File: src/rtl/pcc_pkg.sv
package pcc_pkg;

  typedef enum logic [1:0] {
    MODE_IDLE = 2'd0,
    MODE_RUN  = 2'd1,
    MODE_RSVD = 2'd2,
    MODE_HOLD = 2'd3
  } pcc_mode_e;

  // Code 2 carries no meaning, so writes of it are dropped.
  function automatic logic mode_code_legal(input logic [1:0] code);
    return code != 2'd2;
  endfunction

endpackage

File: src/rtl/perf_mode_ctl.sv
module perf_mode_ctl
  import pcc_pkg::*;
(
  input  logic      clk,
  input  logic      rst_n,
  input  logic      wr_i,
  input  logic [1:0] wdata_i,
  input  logic      pause_i,
  output pcc_mode_e mode_o
);

  pcc_mode_e mode_q;

  always_ff @(posedge clk or negedge rst_n) begin
    if (!rst_n) begin
      mode_q <= MODE_IDLE;
    end else if (pause_i && mode_q == MODE_RUN) begin
      // A freeze request outranks a software write in the same cycle.
      mode_q <= MODE_HOLD;
    end else if (wr_i && mode_code_legal(wdata_i)) begin
      mode_q <= pcc_mode_e'(wdata_i);
    end
  end

  assign mode_o = mode_q;

endmodule

File: src/rtl/perf_ctr_lane.sv
module perf_ctr_lane #(
  parameter int CNT_W = 32
) (
  input  logic             clk,
  input  logic             rst_n,
  input  logic             run_i,
  input  logic             clr_i,
  input  logic             evt_i,
  output logic [CNT_W-1:0] count_o,
  output logic             inc_o,
  output logic             ovf_o
);

  logic [CNT_W-1:0] count_q;

  function automatic logic at_top(input logic [CNT_W-1:0] v);
    return &v;
  endfunction

  assign inc_o = run_i & evt_i;
  assign ovf_o = inc_o & at_top(count_q);

  always_ff @(posedge clk or negedge rst_n) begin
    if (!rst_n) begin
      count_q <= '0;
    end else if (clr_i) begin
      count_q <= '0;
    end else if (inc_o) begin
      count_q <= count_q + 1'b1;
    end
  end

  assign count_o = count_q;

endmodule

File: src/rtl/perf_trig_div.sv
module perf_trig_div #(
  parameter int CODE_W = 4,
  parameter int SUB_W  = 15
) (
  input  logic              clk,
  input  logic              rst_n,
  input  logic              clr_i,
  input  logic              en_i,
  input  logic              step_i,
  input  logic [CODE_W-1:0] code_i,
  output logic              trg_o
);

  logic [SUB_W-1:0] sub_q;
  logic [SUB_W-1:0] limit;
  logic             fire;
  logic             trg_q;

  // Interval 2^n events: the prescaler runs from 0 up to 2^n - 1.
  function automatic logic [SUB_W-1:0] span_mask(input logic [CODE_W-1:0] c);
    return ~({SUB_W{1'b1}} << c);
  endfunction

  assign limit = span_mask(code_i);
  assign fire  = step_i & en_i & (sub_q >= limit);

  always_ff @(posedge clk or negedge rst_n) begin
    if (!rst_n) begin
      sub_q <= '0;
      trg_q <= 1'b0;
    end else begin
      trg_q <= fire;
      if (clr_i || !en_i) begin
        sub_q <= '0;
      end else if (step_i) begin
        sub_q <= fire ? '0 : sub_q + 1'b1;
      end
    end
  end

  assign trg_o = trg_q;

endmodule

File: src/rtl/perf_chain_counter.sv
module perf_chain_counter
  import pcc_pkg::*;
#(
  parameter int N      = 4,
  parameter int CNT_W  = 32,
  parameter int CODE_W = 4
) (
  input  logic                clk,
  input  logic                rst_n,
  input  logic [N-1:0]        evt_i,
  input  logic [N-1:0]        mode_wr_i,
  input  logic [2*N-1:0]      mode_wdata_i,
  input  logic [N-1:0]        irq_en_i,
  input  logic [N-1:0]        trg_en_i,
  input  logic [N*CODE_W-1:0] trg_code_i,
  input  logic [N*N-1:0]      pause_sel_i,
  input  logic [N-1:0]        ovf_clr_i,
  output logic [N*CNT_W-1:0]  count_o,
  output logic [2*N-1:0]      mode_o,
  output logic [N-1:0]        ovf_sts_o,
  output logic                irq_o,
  output logic [N-1:0]        trg_o
);

  localparam int SUB_W = (1 << CODE_W) - 1;

  // Named internal events, visible to the bound checker.
  logic [N-1:0] cnt_inc;
  logic [N-1:0] ovf_evt;
  logic [N-1:0] pause_req;
  logic [N-1:0] run_q;
  logic [N-1:0] idle_q;
  logic [N-1:0] ovf_sts_q;

  for (genvar g = 0; g < N; g++) begin : g_lane
    pcc_mode_e mode_g;

    assign pause_req[g] = |(ovf_evt & pause_sel_i[g*N +: N]);

    perf_mode_ctl u_mode (
      .clk     (clk),
      .rst_n   (rst_n),
      .wr_i    (mode_wr_i[g]),
      .wdata_i (mode_wdata_i[2*g +: 2]),
      .pause_i (pause_req[g]),
      .mode_o  (mode_g)
    );

    assign mode_o[2*g +: 2] = mode_g;
    assign run_q[g]  = (mode_g == MODE_RUN);
    assign idle_q[g] = (mode_g == MODE_IDLE);

    perf_ctr_lane #(.CNT_W(CNT_W)) u_lane (
      .clk     (clk),
      .rst_n   (rst_n),
      .run_i   (run_q[g]),
      .clr_i   (idle_q[g]),
      .evt_i   (evt_i[g]),
      .count_o (count_o[g*CNT_W +: CNT_W]),
      .inc_o   (cnt_inc[g]),
      .ovf_o   (ovf_evt[g])
    );

    perf_trig_div #(.CODE_W(CODE_W), .SUB_W(SUB_W)) u_trg (
      .clk    (clk),
      .rst_n  (rst_n),
      .clr_i  (idle_q[g]),
      .en_i   (trg_en_i[g]),
      .step_i (cnt_inc[g]),
      .code_i (trg_code_i[g*CODE_W +: CODE_W]),
      .trg_o  (trg_o[g])
    );

    // Sticky flag: a new overflow wins over a same-cycle clear.
    always_ff @(posedge clk or negedge rst_n) begin
      if (!rst_n) begin
        ovf_sts_q[g] <= 1'b0;
      end else if (ovf_evt[g]) begin
        ovf_sts_q[g] <= 1'b1;
      end else if (ovf_clr_i[g]) begin
        ovf_sts_q[g] <= 1'b0;
      end
    end
  end

  assign ovf_sts_o = ovf_sts_q;
  assign irq_o     = |(ovf_sts_q & irq_en_i);

endmodule

File: config.mk
export PLATFORM = sky130hd
export DESIGN_NAME = perf_chain_counter
export DESIGN_NICKNAME = d
export VERILOG_FILES = /design/src/rtl/pcc_pkg.sv /design/src/rtl/perf_mode_ctl.sv /design/src/rtl/perf_ctr_lane.sv /design/src/rtl/perf_trig_div.sv /design/src/rtl/perf_chain_counter.sv
export SDC_FILE = /design/constraint.sdc
export NUM_CORES = 1
export LEC_CHECK = 0
export ABC_AREA = 1
export BUFFER_PORTS_ARGS = -buffer_cell sky130_fd_sc_hd__buf_2
export CELL_PAD_IN_SITES_DETAIL_PLACEMENT = 1
export CELL_PAD_IN_SITES_GLOBAL_PLACEMENT = 1
export CORE_MARGIN = 4
export CORE_UTILIZATION = 45
export CTS_BUF_LIST = sky130_fd_sc_hd__clkbuf_16
export DETAILED_ROUTE_END_ITERATION = 8
export GPL_TIMING_DRIVEN = 0
export PLACE_DENSITY = 0.95
export SLEW_MARGIN = 20
export SYNTH_ARGS = -nofsm -noshare
export SYNTH_HDL_FRONTEND = slang
export SYNTH_HIERARCHICAL = 1
export SYNTH_SLANG_ARGS = --single-unit
File: constraint.sdc
create_clock -name clk -period 2.9 [get_ports clk]
set_clock_uncertainty 0.05 [all_clocks]
set_input_delay 0.435 -clock clk [delete_from_list [all_inputs] [get_ports clk]]
set_output_delay 0.435 -clock clk [all_outputs]
set_load 0.03 [all_outputs]
Word-level counts from Yosys, hierarchy flattened
Cells that the tools add are included.
Widths: inputs -> output; s select.

word-level totals
  flip-flop bits (word level) = 204
  input port bits = 62
  output and inout port bits = 145

cells by class
  $add $sub $neg = 8
  magnitude comparators = 4
  equality and inequality tests = 8
  shifts and indexed selects = 4
  mux-type cells = 36
  bitwise logic cells = 25
  reduce and logical (&&, ||, !) cells = 45

operators by type and width
  cell                   number
  $mux 32                8
  $mux 15                12
  $add 32x1->32 const B  4
  $reduce_and 32->1      4
  $add 15x1->15 const B  4
  $ge 15x15->1           4
  $not 15->15            4
  $shl 15x4->15 const A  4
  $reduce_bool 2->1      16
  $and 4x4->4            5
  $reduce_or 4->1        5
  $and 1x1->1            16
  $mux 2                 8
  $eq 2x1->1 const B     4
  $logic_and 1x1->1      8
  $logic_not 2->1        4
  $mux 1                 8
  $ne 2x2->1 const B     4
  $logic_not 1->1        4
  $logic_or 1x1->1       4

Longest topological paths before layout
  word-level depth = 7
  gate-level depth with buffers = 15
  depth with buffers taken out = 13

By module
The synthesis kept the hierarchy.

by module, submodules not included
  module                                times used  cells each  area an instance (µm²)  sequential area each (µm²)
  perf_trig_div                         4           226         1541.5                  400.4
  perf_ctr_lane (g_lane[0].u_lane ...)  3           277         1918.1                  800.8
  perf_ctr_lane (g_lane[3].u_lane)      1           277         1919.3                  800.8
  perf_mode_ctl                         4           12          90.1                    50.0
  perf_chain_counter                    1           69          359.1                   100.1

Worst setup path before layout
No wires, ideal clock.

  kind = flip-flop to flip-flop
  from = register g_lane[0].u_mode.mode_q[0]
  to = register g_lane[3].u_mode.mode_q[0]
  setup time = 69 ps
  data arrival time = 1973 ps
  data required time = 2781 ps
  setup slack = 808 ps
  stages on the path, launching flop included = 13
  path buffers = 0
  cells stage by stage = dfrtp_1 -> inv_1 -> nor2_1 -> nand2_1 -> inv_2 -> nand3_1 -> nor4_1 -> nand2_1 -> nand2_1 -> inv_1 -> nand2_1 -> nand3_1 -> nand3_1

on the way
  cells in the longest elaborated chain, start to end = 7
  elaborated cells on any way between the ends = 8
  those cells by class = 1 x eq/ne; 1 x mux; 3 x bitwise; 3 x reduce/logical

ends and longest elaborated chain
  what                                         RTL line                  RTL
  start, declared                              perf_mode_ctl.sv:12       pcc_mode_e mode_q;
  start signal, assigned                       perf_mode_ctl.sv:21       mode_q <= pcc_mode_e'(wdata_i);
  $eq 2x1->1 (*)                               perf_chain_counter.sv:50  assign run_q[g] = (mode_g == MODE_RUN);
  via run_q[0]                                 perf_chain_counter.sv:31  logic [N-1:0] run_q;
  $and 1x1->1 (*)                              perf_ctr_lane.sv:20       assign inc_o = run_i & evt_i;
  via cnt_inc[0]                               perf_chain_counter.sv:28  logic [N-1:0] cnt_inc;
  $and 1x1->1 (*)                              perf_ctr_lane.sv:21       assign ovf_o = inc_o & at_top(count_q);
  via ovf_evt[0]                               perf_chain_counter.sv:29  logic [N-1:0] ovf_evt;
  $and 4x4->4 (*)                              perf_chain_counter.sv:38  assign pause_req[g] = |(ovf_evt & pause_sel_i[g*N +: N]);
  $reduce_or 4->1 (*)                          perf_chain_counter.sv:38
  via pause_req[3]                             perf_chain_counter.sv:30  logic [N-1:0] pause_req;
  $logic_and 1x1->1 (*)                        perf_mode_ctl.sv:17       end else if (pause_i && mode_q == MODE_RUN) begin
  $mux 2 or $reduce_bool 2->1 (tied branches)  --
  end signal, assigned                         perf_mode_ctl.sv:21
  end, declared                                perf_mode_ctl.sv:12

The timed path passes the listed nets; every way through them passes the cells marked *.
A chain may end at the register's enable or synchronous reset.

Final worst setup path
  from = register g_lane[1].u_mode.mode_q[0]
  to = register g_lane[0].u_mode.mode_q[0]

on the way
  cells in the longest elaborated chain, start to end = 7
  elaborated cells on any way between the ends = 8
  those cells by class = 1 x eq/ne; 1 x mux; 3 x bitwise; 3 x reduce/logical

ends and longest elaborated chain
  what                                         RTL line
  start, declared                              perf_mode_ctl.sv:12
  start signal, assigned                       perf_mode_ctl.sv:21
  $eq 2x1->1 (*)                               perf_chain_counter.sv:50
  via run_q[1]                                 perf_chain_counter.sv:31
  $and 1x1->1 (*)                              perf_ctr_lane.sv:20
  via cnt_inc[1]                               perf_chain_counter.sv:28
  $and 1x1->1 (*)                              perf_ctr_lane.sv:21
  via ovf_evt[1]                               perf_chain_counter.sv:29
  $and 4x4->4 (*)                              perf_chain_counter.sv:38
  $reduce_or 4->1 (*)                          perf_chain_counter.sv:38
  via pause_req[0]                             perf_chain_counter.sv:30
  $logic_and 1x1->1 (*)                        perf_mode_ctl.sv:17
  $mux 2 or $reduce_bool 2->1 (tied branches)  --

Marked as above.

==> results.toml <==
[clocking]
clock-sinks = 204
clkTransAtPathRegs_ns = 0.06
cts_setup_buffers = 0
ctsLongestPathBuffers = 3
cts-root-buf = "clkbuf_16"
insertion_delay_ns = 0.53
cts_buffers = 25
cts_tree = "yes"
htreeDepth = 1

[yosys]
syn-cell-area_um2 = 14600
yosysWarningCount = 6
synth_edf_count = 0
synth_nets = 2259
synth_area_leaders = "dfrtp_1 (35%), nand2_1 (18%), nor2_1 (8.0%), ha_1 (5.8%), inv_1 (5.7%)"
yosysSeqAreaShare_pct = 35.1
synthFlopType = "dfrtp_1"
ys_async_sr_fraction_pct = 100
synthDistinctLibCells = 36
synth_seq_cells = 204
syn_inst = 2129
yosys.area.top_type = "dfrtp_1"
synth_top_area_share_pct = 35.1
syn_avg_cell_area_um2 = 6.84

[finish]
finalNetCount = 2489
drive_above_1_share_pct = 17.3
mostFrequentLayoutCell = "nand2_1"
diodes = 0
syn_to_final_growth_pct = 16.7
final_core_util_pct = 53.6
final_cell_mix = "nand2_1 (698), nor2_1 (311), inv_1 (226), dfrtp_1 (204), buf_2 (202)"
finalNonFillerCells = 2779

[routing]
m1WireLength_mm = 20.3
drtPass1Iterations = 5
routed_wl_mm = 49.5
top_layer = "met5"
wire_per_inst_um = 17.8
via_per_inst = 5.49
route.detailed.drc = 0
wl_met3_mm = 2.53
via_count = 15300
postRouteAntennaNets = 0
wl_met2_mm = 25.2
drt_iter0_drc = 751

[setup_path]
crit_buf_inv = 3
path_class = "flip-flop to flip-flop"
reg2reg_depth = 12
cp_slowest_cell = "nor4_1"
rrSetupSlack_ns = 0.21
crit_path_start_kind = "flip-flop"
crit_arrival_ns = 3.10
regToRegEndpoint = "g_lane[0].u_mode/mode_o[0]"
timing.rr.start = "g_lane[1].u_mode/mode_o[0]"
end_kind = "flip-flop"
critPathRequiredTime_ns = 3.32
path_max_fanout = 10
crit_path_frequent_cell = "nand2_1"
critPathMaxStageDelay_ns = 0.76
cp_cell_sequence = "inv_1 -> nor2_1 -> nand2_1 -> inv_2 -> nand3_1 -> nor4_1 -> nand2_1 -> nand2_1 -> inv_1 -> nand2_1 -> nand3_1 -> nand3_1"
cpLargestDelayFamily = "simple AND/OR/NAND/NOR gates"

[timing]
setup_viol = 0
period_share_pct = 92.6
fmax_ghz = 0.372
fin_hold_ws_ns = 0.0305
max_slew.worst_pin.slew_ns = 0.858
rsz0062_at_grt = "false"
hold_violations = 0
fin_crit_ns = 2.69
slew_violations = 0
relSlewSlack_pct = 42.3

[die]
ios = 207
fp.dieW_um = 188
die_h_um = 188
core_um2 = 31700
start_util_pct = 45.9
die_area_um2 = 35300
rows = 65

[grt]
grt_usage_pct = 27.5
grt_pass1_wl_mm = 81.6
grt_overflow = 0
grt_max_degree = 86
antenna_found_initial = 2
grt_pass1_vias = 16400

[worst_hold_path]
whs_path_depth = 2
hold_end = "ovf_sts_o[2]"
hold_path_class = "input port to flip-flop"
hp-start = "ovf_clr_i[2]"

[status]
outcome = "completed"

[placed_design]
dp_hpwl_mm = 38.1
dp_cells = 2733
port_buffers = 198
gp_congestion = 0.905

[job]
drv_cap = 0

[power]
p_leak_uw = 0.00903
peakVddDrop_mv = 0.452
power_density_nw_per_um2 = 420
cell type report:
type,instances,area [um^2]
multi-input cells,1630,8310
fillers,4251,14700
plain buffers,32,185
flip-flops and latches,204,5100
clock inverters,20,194
repair buffers,203,1080
inverters,263,987
clock buffers,25,626
well taps,402,503
worst register-to-register path: stages (launching register included):
cell     delay [ns]
dfrtp_1        0.42
inv_1          0.07
nor2_1         0.09
nand2_1        0.13
inv_2          0.21
nand3_1        0.13
nor4_1         0.76
nand2_1        0.15
nand2_1        0.11
inv_1          0.04
nand2_1        0.20
nand3_1        0.15
nand3_1        0.10
through the flow:
step	setup TNS (ns)	power [uW]	setup slack (ns)	cell area [um^2]
global placement	-481.54	3900	-2.38	16100
CTS	0	7210	0.236	17000
floorplan	0	3590	0.808	14600
detailed placement	0	3990	0.268	16100
finish	0	7140	0.215	17000
global route	0	7440	0.0569	17000
worst max-delay path by stage:
stage / start / end / slack, ns / cells after the start
6_report: g_lane[1].u_mode/mode_o[0] / g_lane[0].u_mode/mode_o[0] / 0.21 / 12
5_1_grt: g_lane[1].u_mode/mode_o[0] / g_lane[0].u_mode/mode_o[1] / 0.06 / 12
4_1_cts: g_lane[2].u_mode/mode_o[0] / g_lane[3].u_mode/mode_o[0] / 0.24 / 12
3_5_place_dp: g_lane[2].u_mode/mode_o[0] / g_lane[3].u_mode/mode_o[0] / 0.27 / 12
3_3_place_gp: rst_n / g_lane[2].u_lane/count_o[26] / -2.38 / 1
2_1_floorplan: trg_code_i[3] / g_lane[0].u_trg/sub_q[0] / 0.81 / 13
sequential cells by signal, indices dropped and copies added, names as in the netlist:
| register | flops |
|---|---|
| g_lane.u_trg/sub_q | 60 |
| g_lane.u_trg/trg_o | 4 |
| ovf_sts_o | 4 |
| g_lane.u_mode/mode_o | 8 |
| g_lane.u_lane/count_o | 128 |
metal layers:
layer  global-route usage, %  up-vias
met2                    50.0      402
met4                    9.12        4
li1                        -     7183
met3                    4.58      117
met5                       0        -
met1                    32.9     7553
cells by family after synthesis:
| logic type | Yosys count | share of synthesized area, % |
|---|---|---|
| adder cells (fa/ha/maj) | 68 | 5.84 |
| buffers and inverters | 295 | 8.05 |
| AO/OA/AOI/OAI | 177 | 6.57 |
| XOR/XNOR | 40 | 2.41 |
| AND/OR/NAND/NOR | 1345 | 42.1 |
| flip-flops | 204 | 35.1 |
synth_stat cells (8+ instances only):
| cell type | count |
|---|---|
| nand3b_1 | 8 |
| nand3_1 | 148 |
| ha_1 | 68 |
| o21ai_1 | 12 |
| nand4_1 | 24 |
| a21oi_2 | 8 |
| nor2_1 | 311 |
| a2bb2oi_1 | 8 |
| xor2_1 | 28 |
| nand2_2 | 16 |
| inv_2 | 28 |
| nand3_2 | 40 |
| clkbuf_1 | 16 |
| o21ai_0 | 45 |
| inv_1 | 223 |
| clkinv_1 | 12 |
| dfrtp_1 | 204 |
| xnor2_1 | 12 |
| nor2_2 | 24 |
| nor3_1 | 20 |
| nor2_4 | 24 |
| a21oi_1 | 100 |
| nand2_1 | 698 |
power breakdown:
part / internal, uW / total (uW) / leakage [uW] / switching [uW]
clock network: 1910 / 3200 / 0.000412 / 1280
registers: 2920 / 3020 / 0.00282 / 103
logic: 251 / 922 / 0.00580 / 671
total: 5080 / 7140 / 0.00903 / 2060
what timing repair did:
action / CTS / global route
hold endpoints to repair: 41 / 0
resized for setup: 0 / 1
setup endpoints to repair: 0 / 3
hold buffers: 1 / 0
No activity file was read; power rests on OpenSTA's default activity.
